**config.mk**
```make
export PLATFORM = sky130hd
export DESIGN_NAME = swk_errcnt_ctrl
export DESIGN_NICKNAME = d
export VERILOG_FILES = /design/src/rtl/swk_errcnt_pkg.sv /design/src/rtl/swk_policy_dec.sv /design/src/rtl/swk_err_counter.sv /design/src/rtl/swk_ovf_flag.sv /design/src/rtl/swk_errcnt_ctrl.sv
export SDC_FILE = /design/constraint.sdc
export NUM_CORES = 1
export LEC_CHECK = 0
export BUFFER_PORTS_ARGS = -buffer_cell sky130_fd_sc_hd__clkbuf_2
export CAP_MARGIN = 0
export CORE_MARGIN = 4
export CORE_UTILIZATION = 44
export CTS_CLUSTER_DIAMETER = 120
export DETAILED_ROUTE_END_ITERATION = 12
export PLACE_DENSITY = 0.72
export SYNTH_ARGS = -nofsm -noshare
export SYNTH_HDL_FRONTEND = slang
export SYNTH_SLANG_ARGS = --single-unit
export TNS_END_PERCENT = 100
```
**constraint.sdc**
```tcl
create_clock -name clk -period 2.01 [get_ports clk]
set_input_delay 0.3015 -clock clk [delete_from_list [all_inputs] [get_ports clk]]
set_output_delay 0.3015 -clock clk [all_outputs]
set_load 0.02 [all_outputs]
```
**src/rtl/swk_errcnt_pkg.sv**
```systemverilog
package swk_errcnt_pkg;

   // counting policy, indexed by {disable bit, fd-tolerant bit}
   typedef enum logic [1:0] {
      POL_STD      = 2'b00,
      POL_FD_TOL   = 2'b01,
      POL_STD_DIS  = 2'b10,
      POL_PROG     = 2'b11
   } swk_policy_e;

   typedef struct packed {
      logic force_zero;
      logic step_up;
      logic step_dn;
   } swk_step_t;

endpackage

```
**src/rtl/swk_policy_dec.sv**
```systemverilog
module swk_policy_dec
   import swk_errcnt_pkg::*;
(
   input  logic      fd_tol,
   input  logic      dis,
   input  logic      ev_ok,
   input  logic      ev_err,
   input  logic      ev_fd,
   output swk_step_t step
);
   swk_policy_e mode;
   logic        fd_is_bad;

   assign mode = swk_policy_e'({dis, fd_tol});

   always_comb begin
      fd_is_bad       = 1'b1;
      step.force_zero = 1'b0;
      unique case (mode)
         POL_STD, POL_STD_DIS: fd_is_bad = 1'b1;
         POL_FD_TOL:           fd_is_bad = 1'b0;
         POL_PROG: begin
            fd_is_bad       = 1'b0;
            step.force_zero = 1'b1;
         end
         default:              fd_is_bad = 1'b1;
      endcase
      // corrupted frames outrank FD frames, which outrank good frames
      step.step_up = ev_err | (ev_fd & fd_is_bad);
      step.step_dn = ~ev_err & ((ev_fd & ~fd_is_bad) | (~ev_fd & ev_ok));
   end
endmodule

```
**src/rtl/swk_err_counter.sv**
```systemverilog
module swk_err_counter
   import swk_errcnt_pkg::*;
#(
   parameter int CNT_W = 6
)(
   input  logic             clk,
   input  logic             rst_n,
   input  swk_step_t        step,
   input  logic             sw_clr,
   output logic [CNT_W-1:0] cnt_q,
   output logic [CNT_W-1:0] cnt_nx,
   output logic             up_taken
);
   localparam logic [CNT_W-1:0] CNT_TOP = '1;

   always_comb begin
      cnt_nx   = cnt_q;
      up_taken = 1'b0;
      if (sw_clr || step.force_zero) begin
         cnt_nx = '0;
      end else if (step.step_up) begin
         up_taken = 1'b1;
         if (cnt_q != CNT_TOP) cnt_nx = cnt_q + 1'b1;
      end else if (step.step_dn && cnt_q != '0) begin
         cnt_nx = cnt_q - 1'b1;
      end
   end

   always_ff @(posedge clk or negedge rst_n) begin
      if (!rst_n) cnt_q <= '0;
      else        cnt_q <= cnt_nx;
   end

   p_force_zero_r4: assert property (@(posedge clk) disable iff (!rst_n)
      step.force_zero |=> cnt_q == '0);
   p_floor_r6: assert property (@(posedge clk) disable iff (!rst_n)
      (cnt_q == '0 && !step.step_up) |=> cnt_q == '0);
   p_clear_r8: assert property (@(posedge clk) disable iff (!rst_n)
      sw_clr |=> cnt_q == '0);
   p_unit_step_r9: assert property (@(posedge clk) disable iff (!rst_n)
      (!sw_clr && !step.force_zero) |=>
         (cnt_q == $past(cnt_q) || cnt_q == $past(cnt_q) + 1'b1 ||
          cnt_q + 1'b1 == $past(cnt_q)));
endmodule

```
**src/rtl/swk_ovf_flag.sv**
```systemverilog
module swk_ovf_flag #(
   parameter int CNT_W     = 6,
   parameter int OVF_LIMIT = 32
)(
   input  logic             clk,
   input  logic             rst_n,
   input  logic [CNT_W-1:0] cnt_nx,
   input  logic [CNT_W-1:0] cnt_q,
   input  logic             up_taken,
   input  logic             flag_clr,
   input  logic             sw_clr,
   output logic             ovf_q
);
   localparam bit                LIM_POW2 = (OVF_LIMIT & (OVF_LIMIT - 1)) == 0;
   localparam logic [CNT_W-1:0]  LIM_V    = CNT_W'(OVF_LIMIT);

   logic reach;

   generate
      if (LIM_POW2) begin : g_bit_test
         localparam int LB = $clog2(OVF_LIMIT);
         assign reach = |cnt_nx[CNT_W-1:LB];
      end else begin : g_compare
         assign reach = cnt_nx >= LIM_V;
      end
   endgenerate

   always_ff @(posedge clk or negedge rst_n) begin
      if (!rst_n)                  ovf_q <= 1'b0;
      else if (flag_clr || sw_clr) ovf_q <= 1'b0;
      else if (up_taken && reach)  ovf_q <= 1'b1;
   end

   p_ovf_sticky_r7: assert property (@(posedge clk) disable iff (!rst_n)
      (ovf_q && !flag_clr && !sw_clr) |=> ovf_q);
   p_ovf_rise_r7: assert property (@(posedge clk) disable iff (!rst_n)
      $rose(ovf_q) |-> cnt_q >= LIM_V);
   p_ovf_clear_r8: assert property (@(posedge clk) disable iff (!rst_n)
      (flag_clr || sw_clr) |=> !ovf_q);
endmodule

```
**src/rtl/swk_errcnt_ctrl.sv**
```systemverilog
module swk_errcnt_ctrl
   import swk_errcnt_pkg::*;
#(
   parameter int CNT_W     = 6,
   parameter int OVF_LIMIT = 32
)(
   input  logic             clk,
   input  logic             rst_n,
   input  logic             fd_tol_en,
   input  logic             cnt_dis_wr,
   input  logic             cnt_dis_wdata,
   input  logic             silence_exp,
   input  logic             frm_ok,
   input  logic             frm_err,
   input  logic             frm_fd,
   input  logic             ovf_clr,
   input  logic             cnt_clr,
   output logic [CNT_W-1:0] err_cnt,
   output logic             ovf_flag,
   output logic             cnt_dis
);
   generate
      if (CNT_W < 2)
         $error("swk_errcnt_ctrl: CNT_W must be at least 2");
      if (OVF_LIMIT < 1 || OVF_LIMIT > (2**CNT_W) - 1)
         $error("swk_errcnt_ctrl: OVF_LIMIT must lie in 1 .. 2**CNT_W-1");
   endgenerate

   swk_step_t        step;
   logic [CNT_W-1:0] cnt_nx;
   logic             up_taken;
   logic             dis_q;

   // disable bit: silence expiry outranks a write
   always_ff @(posedge clk or negedge rst_n) begin
      if (!rst_n)          dis_q <= 1'b0;
      else if (silence_exp) dis_q <= 1'b0;
      else if (cnt_dis_wr)  dis_q <= cnt_dis_wdata;
   end

   swk_policy_dec i_pol (
      .fd_tol (fd_tol_en),
      .dis    (dis_q),
      .ev_ok  (frm_ok),
      .ev_err (frm_err),
      .ev_fd  (frm_fd),
      .step   (step)
   );

   swk_err_counter #(.CNT_W(CNT_W)) i_cnt (
      .clk      (clk),
      .rst_n    (rst_n),
      .step     (step),
      .sw_clr   (cnt_clr),
      .cnt_q    (err_cnt),
      .cnt_nx   (cnt_nx),
      .up_taken (up_taken)
   );

   swk_ovf_flag #(.CNT_W(CNT_W), .OVF_LIMIT(OVF_LIMIT)) i_flag (
      .clk      (clk),
      .rst_n    (rst_n),
      .cnt_nx   (cnt_nx),
      .cnt_q    (err_cnt),
      .up_taken (up_taken),
      .flag_clr (ovf_clr),
      .sw_clr   (cnt_clr),
      .ovf_q    (ovf_flag)
   );

   assign cnt_dis = dis_q;

   p_silence_r5: assert property (@(posedge clk) disable iff (!rst_n)
      silence_exp |=> !cnt_dis);
   p_prog_hold_r4: assert property (@(posedge clk) disable iff (!rst_n)
      (cnt_dis && fd_tol_en && !ovf_flag) |=> !ovf_flag);
endmodule

```
==> summary.txt <==
Layout
  • Layout cells sized above 1: 38.8%
  • Final Non-Filler Cells: 113
  • Commonest non-fill, non-tap cell in the layout: clkbuf_2
  • Antenna Cells: 0
  • Post-route cell area: roughly 830 sq um
  • Area growth, synth to finish: 26.8%
  • Final #Nets: 113
  • Commonest non-fill, non-tap cells in the layout: clkbuf_2, dfrtp_1, nor2_1, buf_4

Power
  • Max VDD drop: 0.440 mV
  • PD cells: between 600 and 700 mW/mm^2
  • Tot Pwr: 0.545 mW
  • Pleak: 0.390 nW

Die
  • IO Pins: 19
  • Die ar.: 0.00217 sq mm
  • Row count: 13
  • Starting Density: 48.5%
  • DIE WIDTH: approximately 47 microns
  • Core Region: between 0.001 and 0.0015 sq mm
  • Die height: 46.6 microns

Global route
  • Largest net degree at the start of global routing: 11
  • Grt ovf: 0
  • First-pass GRT wire length: 2820 microns
  • Total GRT Usage: 19.3%
  • Vias in the first global route: 628
  • Initial antenna violation count: 0

Route
  • Avg WL per Cell: 15.7 microns
  • DR vias/cell: 6.09
  • 1st-iter DRT viols: 19
  • Antenna Violating Nets Remaining: 0
  • DRC Markers: 0
  • Via count: 688
  • Drt first pass iters: 4
  • Routed WL: approximately 1800 microns

STA
  • Final setup viols: 0
  • Slew Limit Headroom: 67.4%
  • TNS Setup: 0 ns
  • Unrepaired setup endpoints after global routing: no
  • Final worst-path cycle share: 94.1%
  • Final Skew: 0.00726 ns
  • Fin. max-slew vios: 0
  • Worst setup margin: approximately 0.12 ns
  • Max Clock Freq: between 500 and 600 MHz
  • Measured slew at the worst slew-check pin: 0.475 ns
  • Crit path time final: 1.89 ns
  • Hold Violations, Final: 0

Yosys
  • Area leader, netlist: dfrtp_1
  • Main synth FF type: dfrtp_1
  • #FFs+latches synth: 8
  • Largest cells by area after synthesis: dfrtp_1, ha_1, mux2i_1
  • Netlist cell types: 39
  • Gate Count Post-Synth: 72
  • Synth async-reset ratio: 100%
  • Syn Area/Cell: between 9 and 10 sq um
  • Post-synth EDFFs: 0
  • Post-Syn Area: between 600 and 700 sq um
  • Warnings from Yosys: 0
  • Sequential area share after synthesis: a little under a third
  • Syn nets: 86
  • Post-synth top area share: 30.6%

Worst setup path
  • CP most frequent cell: or4_4
  • Crit start category: flop
  • WP data required: 2.19 ns
  • Crit-path max cell delay: 0.54 ns
  • Reg2Reg Launch Point: i_cnt.cnt_q[0]
  • CP Class: reg -> reg
  • Type of element capturing the critical path: flop
  • Highest-delay cell along the critical path: or4_4
  • Critical Path AT: around 2.1 ns
  • Crit Path Max Fanout: 4
  • CP Cell Sequence: or4_4 -> or4_4 -> o311a_1 -> a211oi_2
  • Reg2reg setup slack: ~0.12 ns
  • Reg2reg path depth: 4
  • End of the worst register-to-register path: i_cnt.cnt_q[5]

Clock tree
  • CTS Buf Count: 3
  • H-tree level count: 1
  • Clk_lat worst skew: 0.27 ns
  • Root Driver: clkbuf_4
  • Post-CTS Setup Bufs: 0
  • Clock-pin slew on the worst setup and hold paths: 0.06 ns
  • TritonCTS clock tree: built
  • Clock buffer depth: 2
  • Clk sinks: 8

Hold path
  • WHS Endpoint: i_flag.ovf_q
  • WHS Path Cells: 2
  • Hold Path Class: in -> reg
  • Hold Crit Start: ovf_clr

Place
  • Area after DPL: around 780 sq um
  • Inst Count DP: 108
  • Buffers added on ports: 18
  • DP HPWL: 1330 microns
  • Dpl ws: 0.0655 ns
  • GP Congestion: approximately 0.84

Job
  • Max_cap viols: 0

Run status
  • Status: complete, no violations
==> synth_stat cells (2+ instances only) <==
| cell type | number |
|---|---|
| dfrtp_1 | 8 |
| nor2_1 | 5 |
| a21oi_1 | 4 |
| inv_1 | 4 |
| nand2_1 | 4 |
| o21ai_0 | 4 |
| a21o_1 | 3 |
| ha_1 | 3 |
| mux2i_1 | 3 |
| a211oi_1 | 2 |
| nor3_1 | 2 |
| or3_1 | 2 |
| or4_4 | 2 |
==> what timing repair did <==
action / 4_1_cts / 5_1_grt
hold endpoints to repair: 8 / 0
resized for setup: 1 / 1
hold buffers: 1 / 0
pin swaps: 0 / 1
endpoints found under the setup margin: 1 / 2
==> stage by stage <==
| step | utilization [%] | hold slack [ns] |
|---|---|---|
| floorplan | - | 0.00591 |
| global placement | 58.0 | 0.167 |
| detailed placement | 58.0 | 0.169 |
| CTS | 61.1 | 0.175 |
| global route | 61.4 | 0.179 |
| finish | 61.4 | 0.178 |
==> cell type report <==
cell class	count	area, sq um
fill	120	520
sequential	8	201
clock buffer	4	26.3
multi-input combinational	58	430
timing repair buffer	24	138
tap	15	18.8
inverter	4	15.0
==> metal layers <==
metal  vias to the layer above  GRT usage (%)  part of all wire [%]
li1                        333              -                     -
met1                       318           24.1                    41
met2                        30           29.7                    48
met3                         7           3.52                   8.0
met4                         0           13.1                   2.9
met5                         -              0                     0
==> sequential cells by signal, summed over array words and instances, names as in the netlist <==
signal and flops:
i_cnt.cnt_q 6, cnt_dis 1, i_flag.ovf_q 1
==> where the power goes <==
group          switching (mW)  internal [mW]
clock network          0.0672         0.0767
registers              0.0147          0.174
logic                   0.115         0.0971
==> worst max-delay path, delay by kind of cell (launching register included) <==
kind,cells,cell delay [ns]
simple gates,2,0.96
compound gates,2,0.44
flops,1,0.41
==> kinds of logic after synthesis <==
| group | Yosys count | synth area share [%] |
|---|---|---|
| flops | 8 | 30.6 |
| fa+ha+maj | 3 | 5.74 |
| mux | 3 | 4.59 |
| simple gates | 22 | 19.5 |
| buf+inv | 6 | 5.16 |
| compound gates | 30 | 34.4 |
==> worst max path at each step <==
stage,from,end,slack [ns],depth (start not counted)
3_3_place_gp,i_cnt.cnt_q[0],i_cnt.cnt_q[2],0.11,6
5_1_grt,i_cnt.cnt_q[0],i_cnt.cnt_q[5],0.03,4
3_5_place_dp,i_cnt.cnt_q[0],i_cnt.cnt_q[2],0.07,6
2_1_floorplan,i_cnt.cnt_q[3],i_cnt.cnt_q[5],0.007,4
6_report,i_cnt.cnt_q[0],i_cnt.cnt_q[5],0.12,4
4_1_cts,i_cnt.cnt_q[0],i_cnt.cnt_q[5],0.07,4
Power figures use the tool's default switching activity.
